<file path="src/rtl/setclr_intc_pkg.sv">
package setclr_intc_pkg;

  // bit position of mask slot k, most significant bit first
  function automatic int unsigned mask_bit(int unsigned slot, int unsigned reg_w);
    return reg_w - 1 - slot;
  endfunction

  // low bit of priority field j, fields ordered most significant first
  function automatic int unsigned field_lsb(int unsigned j, int unsigned nf, int unsigned fw);
    return (nf - 1 - j) * fw;
  endfunction

  // number of register references a source has: the mask bit plus an optional field
  function automatic int unsigned ref_total(int unsigned s, int unsigned nprio, int unsigned nf);
    return 1 + ((s < nprio * nf) ? 1 : 0);
  endfunction

  function automatic int unsigned vec_of(int unsigned s, int unsigned base, int unsigned step);
    return base + s * step;
  endfunction

endpackage

</file>
<file path="src/rtl/setclr_intc_regs.sv">
module setclr_intc_regs
  import setclr_intc_pkg::*;
#(
  parameter int unsigned NSRC       = 16,
  parameter int unsigned REG_W      = 16,
  parameter int unsigned FW         = 4,
  parameter int unsigned NPRIO      = 2,
  parameter logic [1:0]  PRIO_DUAL  = 2'b10,
  parameter int unsigned MASK_SET_A = 'h40,
  parameter int unsigned MASK_CLR_A = 'h44,
  parameter int unsigned PRIO_A     = 'h00
) (
  input  logic             clk_i,
  input  logic             rst_ni,
  input  logic             wr_i,
  input  logic [31:0]      addr_i,
  input  logic [REG_W-1:0] wdata_i,
  output logic [REG_W-1:0] rdata_o,
  output logic [NSRC-1:0]  en_inc_o,
  output logic [NSRC-1:0]  en_dec_o
);
  localparam int unsigned NF = REG_W / FW;

  logic [REG_W-1:0] mask_q, mask_nx;
  logic [REG_W-1:0] prio_q  [NPRIO];
  logic [REG_W-1:0] prio_nx [NPRIO];
  logic [28:0]      a7;
  logic             hit_ms, hit_mc;
  logic [NPRIO-1:0] hit_ps, hit_pc;

  assign a7 = addr_i[28:0];

  always_comb begin
    hit_ms = (a7 == 29'(MASK_SET_A));
    hit_mc = (a7 == 29'(MASK_CLR_A));
    for (int p = 0; p < NPRIO; p++) begin
      hit_ps[p] = (a7 == 29'(PRIO_A + p * 8));
      hit_pc[p] = PRIO_DUAL[p] && (a7 == 29'(PRIO_A + p * 8 + 4));
    end
  end

  always_comb begin
    mask_nx = mask_q;
    if (wr_i && hit_ms)      mask_nx = mask_q | wdata_i;
    else if (wr_i && hit_mc) mask_nx = mask_q & ~wdata_i;
    for (int p = 0; p < NPRIO; p++) begin
      prio_nx[p] = prio_q[p];
      if (wr_i && hit_ps[p])      prio_nx[p] = PRIO_DUAL[p] ? (prio_q[p] | wdata_i) : wdata_i;
      else if (wr_i && hit_pc[p]) prio_nx[p] = prio_q[p] & ~wdata_i;
    end
  end

  always_ff @(posedge clk_i or negedge rst_ni) begin
    if (!rst_ni) begin
      mask_q <= '0;
      for (int p = 0; p < NPRIO; p++) prio_q[p] <= '0;
    end else begin
      mask_q <= mask_nx;
      for (int p = 0; p < NPRIO; p++) prio_q[p] <= prio_nx[p];
    end
  end

  always_comb begin
    rdata_o = '0;
    if (hit_ms || hit_mc) rdata_o = mask_q;
    for (int p = 0; p < NPRIO; p++)
      if (hit_ps[p] || hit_pc[p]) rdata_o = prio_q[p];
  end

  // per-source enable deltas, raised only for references whose on/off state flips
  for (genvar s = 0; s < NSRC; s++) begin : g_delta
    if (s == 0) begin : g_rsvd
      assign en_inc_o[s] = 1'b0;
      assign en_dec_o[s] = 1'b0;
    end else begin : g_src
      localparam int unsigned MB = mask_bit(s, REG_W);
      logic m_on, m_nx, p_on, p_nx;
      assign m_on = mask_q[MB];
      assign m_nx = mask_nx[MB];
      if (s < NPRIO * NF) begin : g_fld
        localparam int unsigned P = s / NF;
        localparam int unsigned L = field_lsb(s % NF, NF, FW);
        assign p_on = |prio_q[P][L +: FW];
        assign p_nx = |prio_nx[P][L +: FW];
      end else begin : g_nofld
        assign p_on = 1'b0;
        assign p_nx = 1'b0;
      end
      assign en_inc_o[s] = (!m_on && m_nx) || (!p_on && p_nx);
      assign en_dec_o[s] = (m_on && !m_nx) || (p_on && !p_nx);
    end
  end


  mask_set_or_chk: assert property (@(posedge clk_i) disable iff (!rst_ni)
    (wr_i && hit_ms) |=> ((mask_q & $past(wdata_i)) == $past(wdata_i)));

  mask_clr_chk: assert property (@(posedge clk_i) disable iff (!rst_ni)
    (wr_i && hit_mc) |=> ((mask_q & $past(wdata_i)) == '0));

  one_dir_chk: assert property (@(posedge clk_i) disable iff (!rst_ni)
    ((en_inc_o & en_dec_o) == '0));

endmodule

</file>
<file path="src/rtl/setclr_intc_track.sv">
module setclr_intc_track
  import setclr_intc_pkg::*;
#(
  parameter int unsigned NSRC  = 16,
  parameter int unsigned NF    = 4,
  parameter int unsigned NPRIO = 2
) (
  input  logic            clk_i,
  input  logic            rst_ni,
  input  logic [NSRC-1:0] en_inc_i,
  input  logic [NSRC-1:0] en_dec_i,
  output logic [NSRC-1:0] en_o
);
  localparam int unsigned CW = 2;

  for (genvar s = 0; s < NSRC; s++) begin : g_cnt
    if (s == 0) begin : g_rsvd
      assign en_o[s] = 1'b0;
    end else begin : g_src
      localparam int unsigned REFS = ref_total(s, NPRIO, NF);
      logic [CW-1:0] cnt_q;
      always_ff @(posedge clk_i or negedge rst_ni) begin
        if (!rst_ni)          cnt_q <= '0;
        else if (en_inc_i[s]) cnt_q <= cnt_q + 1'b1;
        else if (en_dec_i[s]) cnt_q <= cnt_q - 1'b1;
      end
      assign en_o[s] = (cnt_q == CW'(REFS));


      refs_bound_chk: assert property (@(posedge clk_i) disable iff (!rst_ni)
        cnt_q <= CW'(REFS));
    end
  end

endmodule

</file>
<file path="src/rtl/setclr_intc_arb.sv">
module setclr_intc_arb
  import setclr_intc_pkg::*;
#(
  parameter int unsigned NSRC     = 16,
  parameter int unsigned VW       = 12,
  parameter int unsigned VEC_BASE = 'h200,
  parameter int unsigned VEC_STEP = 'h20
) (
  input  logic            clk_i,
  input  logic            rst_ni,
  input  logic [NSRC-1:0] src_i,
  input  logic [NSRC-1:0] en_i,
  input  logic [3:0]      imask_i,
  output logic            irq_o,
  output logic [VW-1:0]   vec_o,
  output logic            vec_valid_o
);
  localparam int unsigned CNTW = $clog2(NSRC + 1);
  localparam int unsigned IW   = $clog2(NSRC);

  logic [NSRC-1:0] pend_d, pend_q;
  logic [CNTW-1:0] pend_cnt;
  logic            found;
  logic [IW-1:0]   idx;

  assign pend_d = src_i & en_i;

  always_ff @(posedge clk_i or negedge rst_ni) begin
    if (!rst_ni) begin
      pend_q   <= '0;
      pend_cnt <= '0;
    end else begin
      pend_q   <= pend_d;
      pend_cnt <= CNTW'($countones(pend_d));
    end
  end

  assign irq_o = (pend_cnt != '0);

  always_comb begin
    found = 1'b0;
    idx   = '0;
    for (int i = NSRC - 1; i >= 0; i--) begin
      if (pend_q[i]) begin
        found = 1'b1;
        idx   = IW'(i);
      end
    end
  end

  assign vec_valid_o = found && (imask_i != 4'hF);
  assign vec_o       = vec_valid_o ? VW'(vec_of(idx, VEC_BASE, VEC_STEP)) : '0;


  irq_on_pend_chk: assert property (@(posedge clk_i) disable iff (!rst_ni)
    (pend_q != '0) |-> irq_o);

  irq_off_idle_chk: assert property (@(posedge clk_i) disable iff (!rst_ni)
    (pend_q == '0) |-> !irq_o);

  slot0_quiet_chk: assert property (@(posedge clk_i) disable iff (!rst_ni)
    !pend_q[0]);

  mask15_chk: assert property (@(posedge clk_i) disable iff (!rst_ni)
    (imask_i == 4'hF) |-> !vec_valid_o);

endmodule

</file>
<file path="src/rtl/setclr_intc.sv">
module setclr_intc
  import setclr_intc_pkg::*;
#(
  parameter int unsigned NSRC       = 16,
  parameter int unsigned REG_W      = 16,
  parameter int unsigned FW         = 4,
  parameter int unsigned NPRIO      = 2,
  parameter logic [1:0]  PRIO_DUAL  = 2'b10,
  parameter int unsigned MASK_SET_A = 'h40,
  parameter int unsigned MASK_CLR_A = 'h44,
  parameter int unsigned PRIO_A     = 'h00,
  parameter int unsigned VW         = 12,
  parameter int unsigned VEC_BASE   = 'h200,
  parameter int unsigned VEC_STEP   = 'h20
) (
  input  logic             clk_i,
  input  logic             rst_ni,
  input  logic             wr_i,
  input  logic [31:0]      addr_i,
  input  logic [REG_W-1:0] wdata_i,
  output logic [REG_W-1:0] rdata_o,
  input  logic [NSRC-1:0]  src_i,
  input  logic [3:0]       imask_i,
  output logic             irq_o,
  output logic [VW-1:0]    vec_o,
  output logic             vec_valid_o
);
  localparam int unsigned NF = REG_W / FW;

  logic [NSRC-1:0] en_inc, en_dec, en;

  setclr_intc_regs #(
    .NSRC(NSRC), .REG_W(REG_W), .FW(FW), .NPRIO(NPRIO), .PRIO_DUAL(PRIO_DUAL),
    .MASK_SET_A(MASK_SET_A), .MASK_CLR_A(MASK_CLR_A), .PRIO_A(PRIO_A)
  ) u_regs (
    .clk_i(clk_i), .rst_ni(rst_ni), .wr_i(wr_i), .addr_i(addr_i),
    .wdata_i(wdata_i), .rdata_o(rdata_o), .en_inc_o(en_inc), .en_dec_o(en_dec)
  );

  setclr_intc_track #(.NSRC(NSRC), .NF(NF), .NPRIO(NPRIO)) u_track (
    .clk_i(clk_i), .rst_ni(rst_ni), .en_inc_i(en_inc), .en_dec_i(en_dec), .en_o(en)
  );

  setclr_intc_arb #(
    .NSRC(NSRC), .VW(VW), .VEC_BASE(VEC_BASE), .VEC_STEP(VEC_STEP)
  ) u_arb (
    .clk_i(clk_i), .rst_ni(rst_ni), .src_i(src_i), .en_i(en), .imask_i(imask_i),
    .irq_o(irq_o), .vec_o(vec_o), .vec_valid_o(vec_valid_o)
  );

endmodule

</file>
<file path="config.mk">
export PLATFORM = sky130hd
export DESIGN_NAME = setclr_intc
export DESIGN_NICKNAME = d
export VERILOG_FILES = /design/src/rtl/setclr_intc_pkg.sv /design/src/rtl/setclr_intc_regs.sv /design/src/rtl/setclr_intc_track.sv /design/src/rtl/setclr_intc_arb.sv /design/src/rtl/setclr_intc.sv
export SDC_FILE = /design/constraint.sdc
export NUM_CORES = 1
export LEC_CHECK = 0
export BUFFER_PORTS_ARGS = -buffer_cell sky130_fd_sc_hd__buf_2
export CAP_MARGIN = 20
export CORE_UTILIZATION = 35
export CTS_CLUSTER_SIZE = 10
export DETAILED_ROUTE_END_ITERATION = 8
export PLACE_DENSITY = 0.66
export SYNTH_ARGS = -nofsm -noshare
export SYNTH_HDL_FRONTEND = slang
export SYNTH_SLANG_ARGS = --single-unit
</file>
<file path="constraint.sdc">
create_clock -name clk_i -period 4.75 [get_ports clk_i]
set_input_delay 0.95 -clock clk_i [delete_from_list [all_inputs] [get_ports clk_i]]
set_output_delay 0.95 -clock clk_i [all_outputs]
set_load 0.005 [all_outputs]
</file>
# Yosys cells after proc, flatten, opt, wreduce, memory -nomap -nowiden
# Index checks and enable logic that the tools add are counted.
[totals] input_bits=71 out_inout_bits=30 register_bits=99 elab_cells=307
[op_classes] n_mux=71 bitwise=6 addsub=46 n_reduce_logical=142 eq_ne=20
[ops] op="two-way mux 16 bit" count=7
[ops] op="two-way mux 4 bit" count=16
[ops] op="two-way mux 2 bit" count=30
[ops] op="== test 29 x 4 -> 1 bit (second input constant)" count=2
[ops] op="== test 29 x 7 -> 1 bit (second input constant)" count=2
[ops] op="OR reduction 4 bit" count=14
[ops] op="logical AND 1 bit" count=50
[ops] op="bitwise AND 16 bit" count=3
[ops] op="logical NOT 1 bit" count=44
[ops] op="adder 5 bit" count=7
[ops] op="bitwise OR 16 bit" count=2
[ops] op="nonzero test 2 bit" count=16
[ops] op="adder 2 x 1 -> 2 bit (second input constant)" count=15
[ops] op="subtractor 2 x 1 -> 2 bit (second input constant)" count=15
[ops] op="logical NOT 29 bit" count=1
[ops] op="two-way mux 12 bit" count=2
[ops] op="adder 1 x 1 -> 2 bit" count=8
[ops] op="== test 2 x 1 -> 1 bit (second input constant)" count=8
[ops] op="logical OR 1 bit" count=16
[ops] op="two-way mux 1 bit" count=16
[ops] op="NOT 16 bit" count=1
[ops] op="== test 2 bit (second input constant)" count=7
[ops] op="adder 10 x 9 -> 11 bit (first input constant)" count=1
[ops] op="nonzero test 5 bit" count=1
[ops] op="inequality test 4 bit (second input constant)" count=1

# Longest topological paths before layout
# Gate-level depths: netlist (run 1).
[depth] depth_word=18 ltp_mapped=15 depth_no_buf=15

# Cells and area by module
# From an unflattened synthesis (run 1), not the netlist that was laid out.
[unflattened] hier_cells=563 area_unflattened_um2=5831.8
[by_module_without_submodules] module="setclr_intc_regs" instances=1 cells_per_inst=295 area_each_um2=2855.2
[by_module_without_submodules] module="setclr_intc_track" instances=1 cells_per_inst=137 area_each_um2=1596.5
[by_module_without_submodules] module="setclr_intc_arb" instances=1 cells_per_inst=131 area_each_um2=1380.1

# Worst setup path before layout (run 1)
# No wires, ideal clock.
[synth_timing] kind="input-to-output" start="input port addr_i[23]" end="output port rdata_o[10]" path_stages=10 slack_ns=0.648 t_required_ns=3.800 arrival_time_ns=3.152 path_cell_list="or4_1 or2_1 buf_6 buf_6 or4_1 nor3_2 buf_2 buf_2 a222oi_1 inv_1"
[synth_via] elab_chain_cells=5 word_cells_on_any_way=10
[synth_lines] element="start, declared" line_no="setclr_intc.sv:19" source="input logic [31:0] addr_i,"
[synth_lines] element="== test 29 x 7 -> 1 bit, on equally long branches" line_no="setclr_intc_regs.sv:34, setclr_intc_regs.sv:35"
[synth_lines] element="logical OR 1 bit" line_no="setclr_intc_regs.sv:65" source="if (hit_ms || hit_mc) rdata_o = mask_q;"
[synth_lines] element="two-way mux 16 bit" line_no="setclr_intc_regs.sv:65"
[synth_lines] element="two-way mux 16 bit" line_no="setclr_intc_regs.sv:67" source="if (hit_ps[p] || hit_pc[p]) rdata_o = prio_q[p];"
[synth_lines] element="two-way mux 16 bit (*)" line_no="setclr_intc_regs.sv:67"
[synth_lines] element="end, declared" line_no="setclr_intc.sv:21" source="output logic [REG_W-1:0] rdata_o,"
# Mark *: on every way between the ends. The rest lies on a longest branch, timed or not.

# Final worst setup path (run 1)
[layout_timing] start="input port addr_i[23]" end="output port rdata_o[5]"
# Same word-level chain as after synthesis.

==> flow_metrics.tcl, run 1 <==
set metrics [dict create \
    synth_area_leaders "dfrtp_1, mux2_2, ha_1" \
    crit_start "addr_i[23]" \
    end_kind "output pin" \
    synth-edff-count 0 \
    root_buffer "clkbuf_16" \
    dr.pass1.iters 7 \
    rows 46 \
    slew-limit-headroom 0.371 \
    wl_um 13000 \
    worst_pin_slew_ns 0.934 \
    postSynthCellCount 566 \
    gp_congestion 0.859 \
    netlist.area_leader.share 0.434 \
    utilization 0.416 \
    die_w_um 129 \
    hold_viol 0 \
    r2r_slack_ns 0.99 \
    stdcell_count 871 \
    layout-drive-gt1-share 0.226 \
    syn2layout_area_growth_pct 16.6 \
    async_reset_ff_frac 1.00 \
    avgSynthCellArea_um2 9.99 \
    post_drt_wl_per_cell_um 15.0 \
    crit_path_top_delay_cell "or4_1" \
    vias_per_cell 5.07 \
    ys.warnings.count 0 \
    whs_ns 0.467 \
    grt_setup_unrepaired "false" \
    fmax_mhz 249 \
    crit_chain "buf_2 > or4_1 > or2_1 > or4_1 > nor3_2 > buf_4 > a222oi_1 > inv_1 > buf_2" \
    leakagePower_uw 0.00319 \
    final_cell_mix "dfrtp_1, buf_2, inv_1, nand2_1, mux2_2" \
    nNetsFinal 757 \
    vias 4418 \
    antenna_left 0 \
    outcome "completed" \
    grt_antenna_before_repair 0 \
    drc 0 \
    fin_crit_ns 4.02 \
    cp_max_fo 20 \
    postCtsSetupBuffers 0 \
    cts_tree "done" \
    critPathKind "input pin to output pin" \
    dp.cells 855 \
    worst_r2r_path_depth 14 \
    initial_core_util 0.357 \
    critPathArrivalTime_ns 3.07 \
    dieHeight_um 129 \
    hold_buffers 0 \
    cpPeakStageDelay_ns 0.53 \
    clock_sinks 98 \
    dp_hpwl_um 9740 \
    synth_seq_cells 98 \
    maxCapViolations 0 \
    reg2reg_to "u_arb.pend_cnt[4]" \
    syn_area_mm2 0.00565 \
    grtUsageTotal 0.167 \
    crit_path_start_kind "input pin" \
    clk_pin_slew_worst_paths_ns 0.06 \
    power_uw 1670 \
    critPathRequiredTime_ns 3.80 \
    cts_max_level 3 \
    min_path_type "register to register" \
    final_common_cell "dfrtp_1" \
    reg2reg_from "u_track.g_cnt[15].g_src.cnt_q[0]" \
    grt_pass1_vias 4179 \
    grt_overflow_total 0 \
    grt_pass1_wl_um 21200 \
    fin_setup_tns_ns 0 \
    ir_drop_v 0.000121 \
    clock_path_buffers 2 \
    crit_path_end "rdata_o[5]" \
    yosysSeqAreaShare 0.434 \
    grt_max_degree 68 \
    fin_skew_ns 0.00828 \
    antenna_cells 0 \
    dieArea_mm2 0.0167 \
    setup_viol 0 \
    synthFlopType "dfrtp_1" \
    io_pins 101 \
    core_area_mm2 0.0158 \
    numCtsBuffers 9 \
    yosys.area.top_type "dfrtp_1" \
    powerDensity_mw_per_mm2 254 \
    drv_slew 0 \
    period_share 0.846 \
    cts.repair.resized 0 \
    drt_iter0_drc 408 \
    port_buffers 89 \
    synth_cell_types 47 \
    clock_latency_ns 0.35 \
]
==> critical path: cells and delay by family <==
family,cells,cell delay (ns)
AOI/OAI and AO/OA,1,0.16
and+or+nand+nor,4,1.37
buffers and inverters,4,0.59
==> cell families after synthesis <==
family,share of synthesized area
buffers and inverters,0.0742
flip-flops,0.434
AO/OA/AOI/OAI,0.0870
adder cells (fa/ha/maj),0.0965
AND/OR/NAND/NOR,0.161
multiplexers,0.0773
XOR/XNOR,0.0697
other,0.000664
==> flip-flops by register name, summed over array words and instances (netlist names) <==
signal and flops:
u_arb.pend_cnt 5, u_arb.pend_q 15, u_regs.mask_q 16, u_regs.prio_q 32, u_track.g_cnt.g_src.cnt_q 30
==> layout make-up <==
type | count | area (um^2)
fill | 1554 | 9240
multi-input combinational | 378 | 2810
sequential | 98 | 2450
timing repair buffer | 99 | 523
tap | 216 | 270
inverter | 64 | 240
clock buffer | 11 | 233
clock inverter | 5 | 61.3
==> synthesized netlist by cell type, types with 2 or more instances <==
library cell,n
a31oi_1,4
nand2b_1,2
buf_2,5
buf_6,3
o22ai_1,6
clkbuf_1,16
mux2i_1,11
nor3b_1,2
xnor2_1,24
nor2_1,18
nand4_1,21
buf_4,8
nand2_1,55
a21oi_1,11
nand4b_1,2
maj3_1,2
dfrtp_1,98
nor4_1,12
a222oi_1,16
ha_1,26
mux2_2,29
o21ai_0,24
xor2_1,21
nand3_1,7
and2_1,10
fa_1,10
nor3_1,28
inv_1,64
o31ai_1,4
o21bai_1,2
or4_1,9
==> through the flow <==
| step | setup slack (ns) | cell area [um^2] |
|---|---|---|
| final | 0.732 | 6590 |
| after global routing | 0.619 | 6590 |
| after CTS | 0.706 | 6590 |
| after detailed placement | 0.509 | 6290 |
| after global placement | 0.529 | 6290 |
| after floorplan | 0.648 | 5670 |
==> worst min-delay path by stage <==
stage / startpoint / endpoint / slack, ns / cells after the start
after floorplan: u_track.g_cnt[4].g_src.cnt_q[1] / u_track.g_cnt[4].g_src.cnt_q[1] / 0.44 / 1
after global placement: u_track.g_cnt[6].g_src.cnt_q[1] / u_track.g_cnt[6].g_src.cnt_q[1] / 0.46 / 1
after detailed placement: u_track.g_cnt[4].g_src.cnt_q[1] / u_track.g_cnt[4].g_src.cnt_q[1] / 0.46 / 1
after CTS: u_track.g_cnt[5].g_src.cnt_q[1] / u_track.g_cnt[5].g_src.cnt_q[1] / 0.47 / 1
after global routing: u_track.g_cnt[6].g_src.cnt_q[1] / u_track.g_cnt[6].g_src.cnt_q[1] / 0.49 / 1
final: u_track.g_cnt[4].g_src.cnt_q[1] / u_track.g_cnt[4].g_src.cnt_q[1] / 0.47 / 1
==> power by group <==
| part | leakage [uW] | switching (uW) | internal, uW |
|---|---|---|---|
| combinational | 0.00179 | 65.1 | 37.6 |
| clock | 0.000144 | 318 | 413 |
| sequential | 0.00126 | 1.48 | 838 |
| total | 0.00319 | 385 | 1290 |
==> metal layers <==
metal,track usage,vias up,share of wire
met5,0,-,0
met4,0.0644,0,0.016
met3,0.0260,12,0.059
met2,0.255,165,0.44
met1,0.238,2107,0.48
li1,-,2134,-
(Power assumes the default switching activity.)
==> run 2: changes to the inputs <==
PLACE_DENSITY = 0.68   (was 0.66)
clock period = 3.3 ns   (was 4.75 ns; I/O delays follow)
==> run 2 against run 1 <==
Largest power group unchanged. The flow now finishes with violations (negative setup slack). Core utilization grew 4.1 points. Global-route usage increased by 0.81 points. Critical path type is now register to register. Hold slack got worse by 0.19 ns. Flip-flop and latch count did not move. Clock skew is 0.0043 ns lower.
==> flow_metrics.tcl, run 2 (synthesized netlist as in run 1, its figures left out) <==
set metrics [dict create \
    nNetsFinal 815 \
    dieHeight_um 129 \
    io_pins 101 \
    fmax_mhz 287 \
    crit_chain "ha_2 > and2_4 > ha_4 > inv_2 > fa_1 > inv_2 > fa_1 > inv_1 > fa_1 > inv_1 > ha_2 > fa_2 > a21oi_2 > nor2_1" \
    dp_hpwl_um 10400 \
    hold_buffers 0 \
    critPathKind "register to register" \
    power_uw 2450 \
    largest-register "u_regs.prio_q" \
    internal_power_uw 1870 \
    fin_skew_ns 0.00395 \
    end_kind "register" \
    critPathRequiredTime_ns 3.55 \
    stdcell_count 929 \
    drc 0 \
    post_drt_wl_per_cell_um 14.9 \
    powerDensity_mw_per_mm2 339 \
    hold_viol 0 \
    whs_ns 0.278 \
    grt_setup_unrepaired "true" \
    wl_um 13900 \
    critPathArrivalTime_ns 3.73 \
    vias_per_cell 5.02 \
    rows 46 \
    swShare 0.238 \
    numCtsBuffers 9 \
    cp_max_fo 2 \
    ir_drop_v 0.000209 \
    core_area_mm2 0.0158 \
    gp_congestion 0.837 \
    clock_sinks 98 \
    p_sw_uw 584 \
    cpMostUsedCell "fa_1" \
    crit_start "u_track.g_cnt[15].g_src.cnt_q[0]" \
    clock_path_buffers 2 \
    violations "negative setup slack" \
    cts_max_level 3 \
    setup_viol 17 \
    port_buffers 89 \
    initial_core_util 0.357 \
    clock_latency_ns 0.35 \
    die_w_um 129 \
    cts_tree "done" \
    root_buffer "clkbuf_16" \
    antenna_left 0 \
    grt_pass1_wl_um 22200 \
    p_seq_frac 0.493 \
    top_regs "u_regs.prio_q x32, u_track.g_cnt.g_src.cnt_q x30, u_regs.mask_q x16" \
    dr.pass1.iters 6 \
    power_frac_clock 0.440 \
    grt_pass1_vias 4452 \
    crit_path_top_delay_cell "fa_1" \
    period_share 1.05 \
    final_cell_mix "dfrtp_1, buf_2, buf_4, inv_1, nand2_1" \
    syn2layout_area_growth_pct 28.0 \
    maxCapViolations 0 \
    pre_cts_ws_ns -0.446 \
    drv_slew 0 \
    outcome "finished, violations left" \
    crit_family "adder cells" \
    dieArea_mm2 0.0167 \
    antenna_cells 0 \
    vias 4660 \
    utilization 0.457 \
    grtUsageTotal 0.175 \
    grt_overflow_total 0 \
    r2r_slack_ns -0.18 \
    min_path_type "input pin to async pin" \
    worst_pin_slew_ns 0.849 \
    reg2reg_from "u_track.g_cnt[15].g_src.cnt_q[0]" \
    crit_path_start_kind "register" \
    drt_iter0_drc 275 \
    leakagePower_uw 0.00350 \
    critPathBufInv 4 \
    grt_max_degree 60 \
    grt_antenna_before_repair 0 \
    cpPeakStageDelay_ns 0.53 \
    layout-drive-gt1-share 0.341 \
    slew-limit-headroom 0.429 \
    fin_crit_ns 3.48 \
    setup_ws_ns -0.181 \
    largest_reg_flops 32 \
    clk_pin_slew_worst_paths_ns 0.07 \
    combPwrFrac 0.067 \
    final_common_cell "dfrtp_1" \
    dp.cells 898 \
]
==> run 2: final timing paths <==
| path | to | cells after the start |
|---|---|---|
| worst max-delay path | u_arb.pend_cnt[4] | 14 |
| min in group clk_i | u_arb.pend_q[5] | 1 |
| worst min-delay path | u_track.g_cnt[4].g_src.cnt_q[0] | 1 |
| max in group asynchronous | u_regs.prio_q[8] | 2 |
| worst min register to register | u_arb.pend_q[5] | 1 |
| worst max register to register | u_arb.pend_cnt[4] | 14 |
==> run 2: power groups by stage <==
| stage | combinational, uW | clock, uW | sequential (uW) |
|---|---|---|---|
| 3_5_place_dp | 160 | 0 | 1230 |
| 4_1_cts | 163 | 1110 | 1210 |
| 5_1_grt | 183 | 1150 | 1210 |
| 3_3_place_gp | 158 | 0 | 1230 |
| 6_report | 163 | 1080 | 1210 |
| 2_1_floorplan | 60.9 | 0 | 1230 |
==> run 2: repair_timing <==
action / in CTS / in global routing
gates cloned: 1 / 0
setup endpoints to repair: 20 / 22
gates resized for setup: 15 / 8
buffers inserted: 4 / 10
pin swaps: 10 / 6
==> run 2: cell type report <==
class                      count  area, um^2
fill                        1494        8600
timing repair buffer         157        1000
multi-input combinational    378        2960
clock buffer                  10         229
sequential                    98        2450
inverter                      64         240
clock inverter                 6        72.6
tap                          216         270
==> run 2: routing by layer <==
layer	GRT usage	routed length [um]	vias to the layer above
met5	0	0	-
met1	0.237	6350	2193
met3	0.0268	772	21
met4	0.0678	263	0
met2	0.282	6490	192
li1	-	-	2254
==> run 2: per-stage QoR <==
step / cell area, um^2 / setup TNS [ns]
6_report: 7230 / -0.929
5_1_grt: 7230 / -2.51
4_1_cts: 7130 / -1.04
3_5_place_dp: 6740 / -12.30
3_3_place_gp: 6740 / -11.79
2_1_floorplan: 5780 / -2.03
